$ cat src/rtl/mdio_mgmt_ctrl.sv
module mdio_mgmt_ctrl #(
  parameter int ADDR_W = 8,
  parameter int DIV = 4,
  parameter logic [ADDR_W-1:0] CMD_OFS = 'h14,
  parameter logic [ADDR_W-1:0] DATA_OFS = 'h18
) (
  input  logic              clk,
  input  logic              rst_n,
  input  logic [ADDR_W-1:0] bus_addr,
  input  logic              bus_wr,
  input  logic [31:0]       bus_wdata,
  output logic [31:0]       bus_rdata,
  output logic              mdc,
  output logic              mdio_o,
  output logic              mdio_oe,
  input  logic              mdio_i
);
  localparam int HALF = DIV / 2;
  localparam int CW = (HALF > 1) ? $clog2(HALF) : 1;
  localparam int DRIVEN_BITS = 46;
  localparam int DATA_FIRST = 48;

  logic          busy_q, wr_q, mdc_q;
  logic [4:0]    phy_q, reg_q;
  logic [15:0]   data_q;
  logic [63:0]   shift_q;
  logic [5:0]    bit_q;
  logic [CW-1:0] cnt_q;

  wire cmd_sel = bus_wr && (bus_addr == CMD_OFS);
  wire dat_sel = bus_wr && (bus_addr == DATA_OFS);
  wire start   = cmd_sel && !busy_q && bus_wdata[0];
  wire tick    = busy_q && (cnt_q == CW'(HALF - 1));
  wire last    = (bit_q == 6'd63);
  wire nw      = bus_wdata[1];

  always_ff @(posedge clk) begin
    if (!rst_n) begin
      busy_q  <= 1'b0;
      wr_q    <= 1'b0;
      mdc_q   <= 1'b0;
      phy_q   <= '0;
      reg_q   <= '0;
      data_q  <= '0;
      shift_q <= '0;
      bit_q   <= '0;
      cnt_q   <= '0;
    end else begin
      if (!busy_q || tick) cnt_q <= '0;
      else                 cnt_q <= cnt_q + 1'b1;

      if (cmd_sel && !busy_q) begin
        wr_q  <= nw;
        phy_q <= bus_wdata[15:11];
        reg_q <= bus_wdata[10:6];
      end
      if (dat_sel && !busy_q) data_q <= bus_wdata[15:0];

      if (start) begin
        busy_q  <= 1'b1;
        bit_q   <= '0;
        mdc_q   <= 1'b0;
        shift_q <= {32'hFFFF_FFFF, 2'b01, (nw ? 2'b01 : 2'b10),
                    bus_wdata[15:11], bus_wdata[10:6],
                    (nw ? 2'b10 : 2'b00), (nw ? data_q : 16'h0000)};
      end else if (tick) begin
        if (!mdc_q) begin
          mdc_q <= 1'b1;
          if (!wr_q && bit_q >= 6'(DATA_FIRST)) data_q <= {data_q[14:0], mdio_i};
        end else begin
          mdc_q <= 1'b0;
          if (last) busy_q <= 1'b0;
          else begin
            bit_q   <= bit_q + 1'b1;
            shift_q <= {shift_q[62:0], 1'b0};
          end
        end
      end
    end
  end

  assign mdc     = mdc_q;
  assign mdio_o  = shift_q[63];
  assign mdio_oe = busy_q && (wr_q || bit_q < 6'(DRIVEN_BITS));

  always_comb begin
    bus_rdata = '0;
    if (bus_addr == CMD_OFS)       bus_rdata = {16'h0, phy_q, reg_q, 4'h0, wr_q, busy_q};
    else if (bus_addr == DATA_OFS) bus_rdata = {16'h0, data_q};
  end
endmodule


$ cat config.mk
export PLATFORM = sky130hd
export DESIGN_NAME = mdio_mgmt_ctrl
export DESIGN_NICKNAME = d
export VERILOG_FILES = /design/src/rtl/mdio_mgmt_ctrl.sv
export SDC_FILE = /design/constraint.sdc
export NUM_CORES = 1
export LEC_CHECK = 0
export BUFFER_PORTS_ARGS = -buffer_cell sky130_fd_sc_hd__buf_2
export CORE_UTILIZATION = 45
export DETAILED_ROUTE_END_ITERATION = 10
export PLACE_DENSITY = 0.72
export SYNTH_ARGS = -nofsm -noshare
export SYNTH_HDL_FRONTEND = slang
export SYNTH_SLANG_ARGS = --single-unit
$ cat constraint.sdc
create_clock -name clk -period 4.1 [get_ports clk]
set_input_delay 0.41 -clock clk [delete_from_list [all_inputs] [get_ports clk]]
set_output_delay 0.41 -clock clk [all_outputs]
set_load 0.05 [all_outputs]
Word level (Yosys, flattened, before mapping) --
Index checks and enable logic that the tools add are counted.
Cells by class: equal/unequal tests 4, add/subtract/negate cells 2, order comparisons 2, reductions and logical operators 20, bitwise logic cells 2, mux-type cells 19
Operator list (count):
- $mux 64 | 4
- $mux 16 | 8
- $eq 8x5->1 const B | 2
- $reduce_and 3->1 | 3
- $logic_and 1x1->1 | 8
- $add 6x1->6 const B | 1
- $eq 6x6->1 const B | 1
- $ge 6x6->1 const B | 1
- $lt 6x6->1 const B | 1
- $reduce_bool 2->1 | 3
- $mux 1 | 5
- $mux 2 | 2
- $reduce_or 2->1 | 2
- $logic_not 1->1 | 2
- $logic_or 1x1->1 | 2
- $ne 2x2->1 const B | 1
- $not 1->1 | 2
- $add 1x1->1 const B | 1
Word-level totals: bits in registers 100, logic and storage cells 59, output and inout port bits 35, input bits 44

Depth between registers and ports, before layout --
Gate-level depths: netlist of run 1.
depth in word-level cells 8, mapped depth 8, gate-level depth less buffers 5

Worst setup path after synthesis of run 1 --
No wires, ideal clock.
path kind input to output, from input bus_addr[5], to output bus_rdata[10], path buffers 1, data required time 3.690 ns, path slack 1.660 ns, cell stages on the path 4, arrival time 2.030 ns, cell sequence or4b_4 > nor3_1 > clkbuf_1 > a22o_1
On the way: cells in the longest elaborated chain, start to end 3
RTL lines:
- start: declaration | RTL line 9 | input logic [ADDR_W-1:0] bus_addr,
- $eq 8x5->1 | RTL line 89 | else if (bus_addr == DATA_OFS) bus_rdata = {16'h0, data_q};
- $mux 16 | RTL line 89
- $mux 16 * | RTL line 88 | if (bus_addr == CMD_OFS) bus_rdata = {16'h0, phy_q, reg_q, 4'h0, wr_q, busy_q};
- end: declaration | RTL line 12 | output logic [31:0] bus_rdata,
Every way passes the cells marked *; elsewhere a longest branch is shown, timed or not.

Worst setup path after layout of run 1 --
from input bus_addr[5], to register bit_q[3]
On the way: cells in the longest elaborated chain, start to end 5
RTL lines:
- $eq 8x5->1 | RTL line 30 | wire cmd_sel = bus_wr && (bus_addr == CMD_OFS);
- $logic_and 1x1->1 | RTL line 30
- $logic_and 1x1->1 (2 in a row) | RTL line 32 | wire start = cmd_sel && !busy_q && bus_wdata[0];
- $reduce_or 2->1 (no source line)
- end signal: assignment | RTL line 74 | bit_q <= bit_q + 1'b1;
- end: declaration | RTL line 27 | logic [5:0] bit_q;
Every way passes these cells. A chain may end at the register's enable or synchronous reset.

==> metrics.txt, run 1 <==
multiplexer share of the synthesized area 6.37%; most common cell after layout, fill and taps aside dfxtp_1; period utilisation layout 67.2%; nets 573; Hold Vio Cnt, Final 0; pin slew with the least headroom to its limit 0.930 ns; sequential share of the synthesized area 45.5%; post-route DRC violation count 0; Detailed Route WL 9300 um; initial antenna violation count 0; largest family of logic cells by synthesized area compound AO/OA/AOI/OAI gates; Max Cap Violations 0; relative slew slack 38.0%; Initial Util 46.9%; status finished clean; Yosys Warn Count 0; Startpoint Class input pin; Die ar. 0.0102 mm2; post-CTS setup buffers 0; syn avg cell area 8.67 um2; Synth Area in XOR/XNOR 0.797%; simple-gate share of the synthesized area 17.5%; Slowest-stage cell, CP or4b_2; post-synthesis compound-gate area fraction 22.3%; worst reg-to-reg path cell count 5; DR vias/cell 5.56; Global Route Usage Sum 19.2%; row count 35; GRT overflow 0; crit end category register; first drt pass iteration count 4; crit-path max cell delay 1.10 ns; area occupied by multi-input gates 0.00217 mm2; die width 101 um; RSZ-0062 raised after global routing no; GP Congestion 0.838; Hold/Removal Path Class input pin to register; vias in the first global route 3366; post-synth cell types 43; insertion delay to the later sink of the worst-skew pair 0.36 ns; Hold Crit Start bus_wdata[8]; FILL cells 883; FF+latch area 0.00200 mm2; Die Height 101 um; dominant cells by area after synthesis dfxtp_1 (46%), nand2_1 (8.5%), a31oi_1 (6.5%); commonest non-fill, non-tap cells in the layout dfxtp_1 (100), nand2_1 (99), a31oi_1 (46), buf_2 (46), mux2i_1 (28); fmax 0.363 GHz; Bufs and invs on worst path 2; Setup CP Type input pin to register; hold path depth 3; Synth Flop Type dfxtp_1; reg-to-reg setup timing slack 1.51 ns; FFs w/ async S/R, synth 0%; Worst-path clk slew 0.10 ns; Top delay family on crit path simple AND/OR/NAND/NOR gates; overall power 0.00181 W; H-tree depth 3; Antenna diodes 0; IO Count 79; HPWL Detailed 5920 um; root buffer cell clkbuf_8; Num CTS Buffers 9; Clock Skew 0.0128 ns; worst vdd ir 0.000205 V; minimum clock period 2.75 ns; share of cells above drive strength 1 14.5%; flops & latches, synth 100; First DRT Iteration DRCs 266; Final setup viols 0; WL per Instance 14.1 um; mapped cell area 0.00440 mm2; r2r startpoint busy_q; TritonCTS clock tree yes; cts hold-fix bufs 0; Longest Clk Path Bufs 2; core area 0.00937 mm2; Slew Limit Fails 0; crit path DAT 2.98 ns; EDFF count, synth 0; routed vias 3672; port bufs 46; adder-cell share of the synthesized area 0.285%; pin count of the biggest net entering global routing 50; Hold Crit Endpoint reg_q[2]; Synth top area share 45.5%; critical path required time 4.33 ns; LEAKAGE 1.90 nW; Cell Chain, Critical Path buf_2 > or4b_4 > or4b_2 > buf_4 > nand2_1 > nor2_1; antenna viol nets, final 0; Power Density 371 mW/mm2; worst r2r dst bit_q[3]; Area Growth Syn to Fin 10.9%; area leader, netlist dfxtp_1; post-synthesis instance total 507; Worst Path Max Fanout 44; post-CTS sizing 0; first-pass GRT wire length 15700 um; Num Clock Sinks 100; Fin Setup TNS 0 ns
==> final cells by class <==
cell class / count / share of cell area (%)
multi-input combinational: 360 / 44.4
sequential: 100 / 41.0
tap: 129 / 3.31
clock inverter: 5 / 2.21
timing repair buffer: 54 / 5.95
inverter: 3 / 0.231
clock buffer: 10 / 2.82
==> cell usage after synthesis (all sizes together) (2+ instances only) <==
| cell | number |
|---|---|
| dfxtp | 100 |
| a31oi | 46 |
| nor2b | 3 |
| nand2 | 100 |
| nor3 | 2 |
| o21a | 15 |
| nand4 | 2 |
| a211oi | 2 |
| inv | 2 |
| o21ai | 29 |
| clkbuf | 34 |
| nand3 | 6 |
| a22o | 12 |
| or4b | 2 |
| xor2 | 2 |
| and3 | 20 |
| a21oi | 23 |
| nor2 | 17 |
| mux2i | 28 |
| nand2b | 2 |
| o221a | 15 |
| buf | 25 |
| xnor2 | 2 |
| and3b | 2 |
| nor4b | 4 |
==> power breakdown <==
| group | total [W] | internal [W] | switching, W |
|---|---|---|---|
| Sequential | 0.000972 | 0.000971 | 0.000000701 |
| Combinational | 0.0000841 | 0.0000194 | 0.0000648 |
| Clock | 0.000754 | 0.000422 | 0.000332 |
| Total | 0.00181 | 0.00141 | 0.000398 |
==> state kept, by name (all words and copies together), names as in the netlist <==
name / cells
bit_q: 6
busy_q: 1
wr_q: 1
shift_q: 64
cnt_q: 1
data_q: 16
mdc: 1
phy_q: 5
reg_q: 5
==> layer usage <==
layer / global-route usage, % / share of wire (%) / up-vias
met5: 0 / 0 / -
met4: 6.80 / 1.2 / 0
met3: 3.68 / 4.0 / 10
met2: 31.6 / 47 / 75
met1: 25.1 / 48 / 1764
li1: - / - / 1823
==> per-stage QoR <==
| step | setup slack, ns | area [um2] | util, % | hold WS, ns | std cells |
|---|---|---|---|---|---|
| finish | 1.35 | 4880 | 52.0 | 0.325 | 661 |
| global route | 1.25 | 4880 | 52.0 | 0.320 | 661 |
| CTS | 1.36 | 4880 | 52.0 | 0.312 | 661 |
| detailed placement | 0.976 | 4630 | 49.4 | 0.455 | 646 |
| global placement | 1.02 | 4630 | 49.4 | 0.444 | 646 |
| floorplan | 1.66 | 4450 | - | 0.432 | 522 |
==> how the worst max path moves through the flow <==
stage                start  depth (start not counted)       endpoint  slack, ns
6_report       bus_addr[5]                          6       bit_q[3]       1.35
5_1_grt        bus_addr[5]                          6       bit_q[3]       1.25
4_1_cts        bus_addr[5]                          6       bit_q[3]       1.36
3_5_place_dp   bus_addr[5]                          6       bit_q[3]       0.98
3_3_place_gp   bus_addr[5]                          6       bit_q[2]       1.02
2_1_floorplan  bus_addr[5]                          4  bus_rdata[10]       1.66
==> worst min-delay path, delay by kind of cell <==
kind                   cells  cell delay (ns)
buffers and inverters      1             0.10
multiplexers               1             0.07
AND/OR/NAND/NOR            1             0.07
==> cells by family after synthesis <==
group,after synthesis
AOI/OAI and AO/OA,146
adders and majority gates,1
DFF,100
xor gates and xnor gates,4
other,1
and+or+nand+nor,165
muxes,28
buffers and inverters,62
No activity file was read; power rests on OpenSTA's default activity.
==> inputs of run 2 (changes only) <==
clock period = 2.54 ns   (was 4.1 ns; I/O delays follow)
==> metrics.txt, run 2 (synthesis results as in run 1) <==
Longest Clk Path Bufs 2 (unchanged); sequential power share 56.3% (was 53.7%); global-route met2 utilization 32.0% (was 31.6%); Antenna diodes 0 (unchanged); routing usage on met3 3.95% (was 3.68%); DR vias/cell 5.46 (was 5.56); routed vias 3661 (was 3672); first drt pass iteration count 5 (was 4); share of cells above drive strength 1 15.9% (was 14.5%); Final setup viols 0 (unchanged); H-tree depth 3 (unchanged); nets 581 (was 573); port bufs 46 (unchanged); FF+latch area 0.00200 mm2 (unchanged); Max Cap Violations 0 (unchanged); Comb power frac 5.0% (was 4.6%); LEAKAGE 1.93 nW (was 1.90 nW); insertion delay to the later sink of the worst-skew pair 0.36 ns (about the same); WL per Instance 14.0 um (was 14.1 um); period utilisation layout 82.2%; First DRT Iteration DRCs 226 (was 266); power share of the clock group 38.7% (was 41.7%); root buffer cell clkbuf_8 (unchanged); GRT overflow 0 (unchanged); commonest non-fill, non-tap cells in the layout dfxtp_1 (100), nand2_1 (99), a31oi_1 (46), buf_2 (46), mux2i_1 (28) (unchanged); RSZ-0062 raised after global routing no (unchanged); worst vdd ir 0.000321 V (was 0.000205 V); FILL cells 889 (was 883); IO Count 79 (unchanged); GP Congestion 0.884 (was 0.838); post-route DRC violation count 0 (unchanged); row count 35 (unchanged); grt met1 use 27.7% (was 25.1%); most common cell after layout, fill and taps aside dfxtp_1 (unchanged); pin slew with the least headroom to its limit 0.877 ns (was 0.930 ns); pin count of the biggest net entering global routing 55 (was 50); Num Clock Sinks 100 (unchanged); number of placed cells counting well taps 654 (was 646); Startpoint Class input pin (unchanged); Clock Skew 0.0158 ns (was 0.0128 ns); Die Height 101 um (unchanged); smallest hold slack 0.161 ns (was 0.325 ns); Detailed Route WL 9400 um (was 9300 um); Top reg by flops shift_q (unchanged); overall power 0.00279 W (was 0.00181 W); Num CTS Buffers 9 (unchanged); Internal Power 0.00210 W (was 0.00141 W); post-CTS sizing 0 (unchanged); minimum clock period 2.09 ns; core area 0.00937 mm2 (unchanged); Die ar. 0.0102 mm2 (unchanged); Initial Util 46.9% (unchanged); Worst Path Max Fanout 12 (was 44); largest registers shift_q x64, data_q x16, bit_q x6 (unchanged); HPWL Detailed 6150 um (was 5920 um); area occupied by multi-input gates 0.00217 mm2 (unchanged); initial antenna violation count 0 (unchanged); max FFs per register 64 (unchanged); Psw 0.000683 W (was 0.000398 W); Finished Cell Area 0.00493 mm2 (was 0.00488 mm2); critical path required time 2.29 ns (was 4.33 ns); crit end category primary output (was register); status finished clean (unchanged); Final Non-Filler Cells 670 (was 661); Sw Share 24.5% (was 22.0%); busiest grt layer met2 (unchanged); vias in the first global route 3459 (was 3366); relative slew slack 41.1% (was 38.0%); fmax 0.479 GHz; Fin Setup TNS 0 ns (unchanged); Power Density 565 mW/mm2 (was 371 mW/mm2); TritonCTS clock tree yes (unchanged); Hold Vio Cnt, Final 0 (unchanged); Hold/Removal Path Class input pin to register (unchanged); Setup CP Type input pin to primary output (was input pin to register); post-CTS setup buffers 0 (unchanged); Global Route Usage Sum 20.2% (was 19.2%); die width 101 um (unchanged); Slew Limit Fails 0 (unchanged); Area Growth Syn to Fin 12.2% (was 10.9%); crit path DAT 1.83 ns (was 2.98 ns); Worst-path clk slew 0.11 ns (was 0.10 ns); first-pass GRT wire length 16400 um (was 15700 um); cts hold-fix bufs 0 (unchanged); antenna viol nets, final 0 (unchanged); Placement Cell Area 0.00472 mm2 (was 0.00463 mm2)
run 2: cell count changes in the layout (fill, tap and decap cells not counted):
cell | before | now
inv_8 | 0 | 1
inv_6 | 1 | 3
bufinv_16 | 3 | 1
buf_12 | 0 | 2
buf_4 | 8 | 14
run 2: worst paths after layout:
path / start / end / slack (ns) / depth (start not counted)
setup / recovery: bus_addr[5] / bus_rdata[14] / 0.45 / 6
setup reg to reg: bit_q[1] / shift_q[29] / 0.53 / 6
hold / removal: bus_wdata[8] / reg_q[2] / 0.16 / 3
hold reg to reg: shift_q[31] / shift_q[31] / 0.46 / 2
run 2: routing by layer:
metal	vias to the layer above	part of all wire, %
met4	0	1.1
met2	95	46
li1	1843	-
met5	-	0
met1	1713	48
met3	10	4.5
run 2: power groups by stage:
stage / combinational [W] / clock [W] / sequential, W
after detailed placement: 0.000138 / 0 / 0.00161
final: 0.000139 / 0.00108 / 0.00157
after CTS: 0.000139 / 0.00110 / 0.00157
after global routing: 0.000151 / 0.00117 / 0.00157
after global placement: 0.000137 / 0 / 0.00161
after floorplan: 0.000116 / 0 / 0.00161
run 2: area by class of cell:
class	count	area share (%)
Multi-Input combinational cell	360	43.9
Timing Repair Buffer	62	7.61
Clock buffer	10	2.79
Inverter	3	0.228
Tap cell	129	3.27
Clock inverter	6	1.55
Sequential cell	100	40.6
run 2: critical path: stages:
cell and delay (ns):
buf_2 0.11, or4b_4 0.56, nor3_1 0.20, buf_4 0.22
a22o_1 0.21, buf_2 0.28
run 2: per-stage QoR:
step | util [%] | setup slack (ns)
2_1_floorplan | - | 0.412
3_3_place_gp | 50.3 | 0.0993
3_5_place_dp | 50.3 | 0.0887
4_1_cts | 52.6 | 0.462
5_1_grt | 52.6 | 0.371
6_report | 52.6 | 0.452
==> inputs of run 3 (changes only) <==
ABC_AREA = 1   (was unset)
PLACE_DENSITY = 0.71   (was 0.72)
clock period = 2.1 ns   (was 2.54 ns; I/O delays follow)
==> metrics.txt, run 3 <==
worst vdd ir 0.000380 V (was 0.000321 V); Die Height 106 um (was 101 um); vias in the first global route 4097 (was 3459); Worst-path clk slew 0.11 ns (about the same); port bufs 46 (unchanged); Internal Power 0.00251 W (was 0.00210 W); First DRT Iteration DRCs 245 (was 226); worst reg-to-reg path cell count 9 (was 6); core area 0.0104 mm2 (was 0.00937 mm2); largest family of logic cells by synthesized area simple AND/OR/NAND/NOR gates (was compound AO/OA/AOI/OAI gates); synth cell count leaders nand2_1 (162), dfxtp_1 (100), a21oi_1 (73) (was dfxtp_1 (100), nand2_1 (99), a31oi_1 (46)); simple-gate share of the synthesized area 29.0% (was 17.5%); nets 775 (was 581); crit-path max cell delay 0.34 ns (was 0.56 ns); RSZ-0062 raised after global routing no (unchanged); minimum clock period 1.77 ns; overall power 0.00338 W (was 0.00279 W); flops & latches, synth 100 (unchanged); area occupied by multi-input gates 0.00226 mm2 (was 0.00217 mm2); WL per Instance 12.1 um (was 14.0 um); Top delay family on crit path simple AND/OR/NAND/NOR gates (unchanged); Psw 0.000867 W (was 0.000683 W); crit path DAT 1.56 ns (was 1.83 ns); Synth Area in XOR/XNOR 0.537% (was 0.797%); Longest Clk Path Bufs 2 (unchanged); FF+latch area 0.00200 mm2 (unchanged); Setup CP Type input pin to primary output (unchanged); multiplexer share of the synthesized area 0% (was 6.37%); commonest non-fill, non-tap cells in the layout nand2_1 (162), dfxtp_1 (100), a21oi_1 (73), inv_1 (71), nand3_1 (61) (was dfxtp_1 (100), nand2_1 (99), a31oi_1 (46), buf_2 (46), mux2i_1 (28)); area leader, netlist dfxtp_1 (unchanged); sequential power share 56.2% (was 56.3%); H-tree depth 3 (unchanged); Top reg by flops shift_q (unchanged); die width 106 um (was 101 um); antenna viol nets, final 0 (unchanged); Initial Util 47.0% (was 46.9%); met1 WL 4820 um (was 4530 um); Worst Path Max Fanout 13 (was 12); first drt pass iteration count 5 (unchanged); FILL cells 1015 (was 889); max FFs per register 64 (unchanged); Top Layer Used met4 (unchanged); first-pass GRT wire length 18200 um (was 16400 um); most common cell after layout, fill and taps aside nand2_1 (was dfxtp_1); Slew Limit Fails 0 (unchanged); r2r startpoint bit_q[0] (was bit_q[1]); Slowest-stage cell, CP nand2_1 (was or4b_4); IO Count 79 (unchanged); Power Density 634 mW/mm2 (was 565 mW/mm2); instance count on the critical path 7 (was 6); number of placed cells counting well taps 855 (was 654); Sw Share 25.7% (was 24.5%); sequential share of the synthesized area 40.9% (was 45.5%); Comb power frac 5.5% (was 5.0%); EDFF count, synth 0 (unchanged); critical path required time 1.89 ns (was 2.29 ns); mapped cell area 0.00490 mm2 (was 0.00440 mm2); period utilisation layout 84.4%; GP Congestion 0.858 (was 0.884); met2 routed WL 4960 um (was 4340 um); adder-cell share of the synthesized area 0.256% (was 0.285%); Final setup viols 0 (unchanged); crit path from bus_addr[5] (unchanged); cell with the most instances after synthesis nand2_1 (was dfxtp_1); Fin Setup TNS 0 ns (unchanged); Max Cap Violations 0 (unchanged); Synth Flop Type dfxtp_1 (unchanged); Bufs and invs on worst path 3 (unchanged); Num Clock Sinks 100 (unchanged); final design utilization 51.1% (was 52.6%); dominant cells by area after synthesis dfxtp_1 (41%), nand2_1 (12%), a21oi_1 (7.5%) (was dfxtp_1 (46%), nand2_1 (8.5%), a31oi_1 (6.5%)); LEAKAGE 2.39 nW (was 1.93 nW); row count 37 (was 35); syn avg cell area 6.90 um2 (was 8.67 um2); crit end category primary output (unchanged); post-synthesis compound-gate area fraction 15.2% (was 22.3%); cts hold-fix bufs 0 (unchanged); routed vias 4465 (was 3661); Final Non-Filler Cells 871 (was 670); metal3 WL 627 um (was 425 um); Yosys Warn Count 0 (unchanged); post-CTS sizing 0 (unchanged); Antenna diodes 0 (unchanged); Worst Setup EP bus_rdata[12] (was bus_rdata[14]); largest registers shift_q x64, data_q x16, bit_q x6 (unchanged); initial antenna violation count 0 (unchanged); pin slew with the least headroom to its limit 0.743 ns (was 0.877 ns); DR vias/cell 5.13 (was 5.46); Startpoint Class input pin (unchanged); pin count of the biggest net entering global routing 56 (was 55); Clock Skew 0.0119 ns (was 0.0158 ns); worst r2r dst shift_q[56] (was shift_q[29]); Global Route Usage Sum 19.7% (was 20.2%); relative slew slack 50.4% (was 41.1%); post-CTS setup buffers 0 (unchanged); HPWL Detailed 7010 um (was 6150 um); fmax 0.564 GHz; FFs w/ async S/R, synth 0% (unchanged); Num CTS Buffers 9 (unchanged); Cell Chain, Critical Path buf_2 > inv_2 > nand2_1 > nor2_4 > nand2_1 > o22ai_1 > buf_2 (was buf_2 > or4b_4 > nor3_1 > buf_4 > a22o_1 > buf_2); post-synth cell types 32 (was 43); TritonCTS clock tree yes (unchanged); reg-to-reg setup timing slack 0.36 ns (was 0.53 ns); power share of the clock group 38.3% (was 38.7%); setup ws final 0.327 ns (was 0.452 ns); status finished clean (unchanged); insertion delay to the later sink of the worst-skew pair 0.37 ns (was 0.36 ns); Synth top area share 40.9% (was 45.5%); share of cells above drive strength 1 12.9% (was 15.9%); Hold Vio Cnt, Final 0 (unchanged); root buffer cell clkbuf_8 (unchanged); Detailed Route WL 10500 um (was 9400 um); Die ar. 0.0113 mm2 (was 0.0102 mm2); Area Growth Syn to Fin 8.79% (was 12.2%); GRT overflow 0 (unchanged); post-synthesis instance total 710 (was 507); Hold/Removal Path Class input pin to register (unchanged); Place WS 0.340 ns (was 0.0887 ns); post-route DRC violation count 0 (unchanged)
==> run 3: cell types whose count changed after synthesis, sizes merged, moves of 15 or more <==
| cell | previous run | this run |
|---|---|---|
| nor2 | 17 | 48 |
| mux2i | 28 | 0 |
| buf | 25 | 47 |
| nand3 | 6 | 62 |
| a21oi | 23 | 73 |
| o21a | 15 | 0 |
| o21ai | 29 | 59 |
| a31oi | 46 | 3 |
| nand2 | 100 | 167 |
| o221a | 15 | 0 |
| and3 | 20 | 1 |
| nand4 | 2 | 34 |
| inv | 2 | 76 |
==> run 3: final cells by class <==
cell class / instances / area share (%)
tap: 136 / 3.19
multi-input combinational: 481 / 42.4
sequential: 100 / 37.6
inverter: 76 / 5.36
clock inverter: 7 / 1.81
clock buffer: 9 / 2.33
timing repair buffer: 62 / 7.28
==> run 3: per-stage QoR <==
stage                     area [um2]  hold slack (ns)
after floorplan                 4950            0.345
after global placement          5110            0.412
after detailed placement        5110            0.447
after CTS                       5330           0.0658
after global routing            5330           0.0700
final                           5330           0.0712
==> run 3: cell families after synthesis <==
group,Yosys count
and+or+nand+nor,316
buffers and inverters,144
DFF,100
other,1
adders and majority gates,1
xor gates and xnor gates,3
AOI/OAI and AO/OA,145
==> run 3: tightest hold or removal path, delay by kind of cell <==
kind | cells | cell delay, ns
buffers and inverters | 1 | 0.07
and+or+nand+nor | 2 | 0.12
==> run 3: layer usage <==
| metal | vias up | GRT usage (%) |
|---|---|---|
| li1 | 2316 | - |
| met1 | 2027 | 25.0 |
| met2 | 114 | 33.0 |
| met3 | 8 | 4.05 |
| met4 | 0 | 6.85 |
| met5 | - | 0 |
==> run 3: power groups by stage <==
stage	combinational [W]	sequential (W)	clock (W)
final	0.000186	0.00190	0.00129
after detailed placement	0.000185	0.00194	0
after floorplan	0.000156	0.00194	0
after global routing	0.000202	0.00190	0.00142
after CTS	0.000186	0.00190	0.00133
after global placement	0.000183	0.00194	0
==> run 3: worst min path at each step <==
stage | from | cells after the start | end | slack (ns)
floorplan | mdio_i | 2 | data_q[0] | 0.34
global placement | cnt_q | 1 | cnt_q | 0.41
detailed placement | cnt_q | 1 | cnt_q | 0.45
CTS | mdio_i | 3 | data_q[0] | 0.07
global route | mdio_i | 3 | data_q[0] | 0.07
finish | mdio_i | 3 | data_q[0] | 0.07
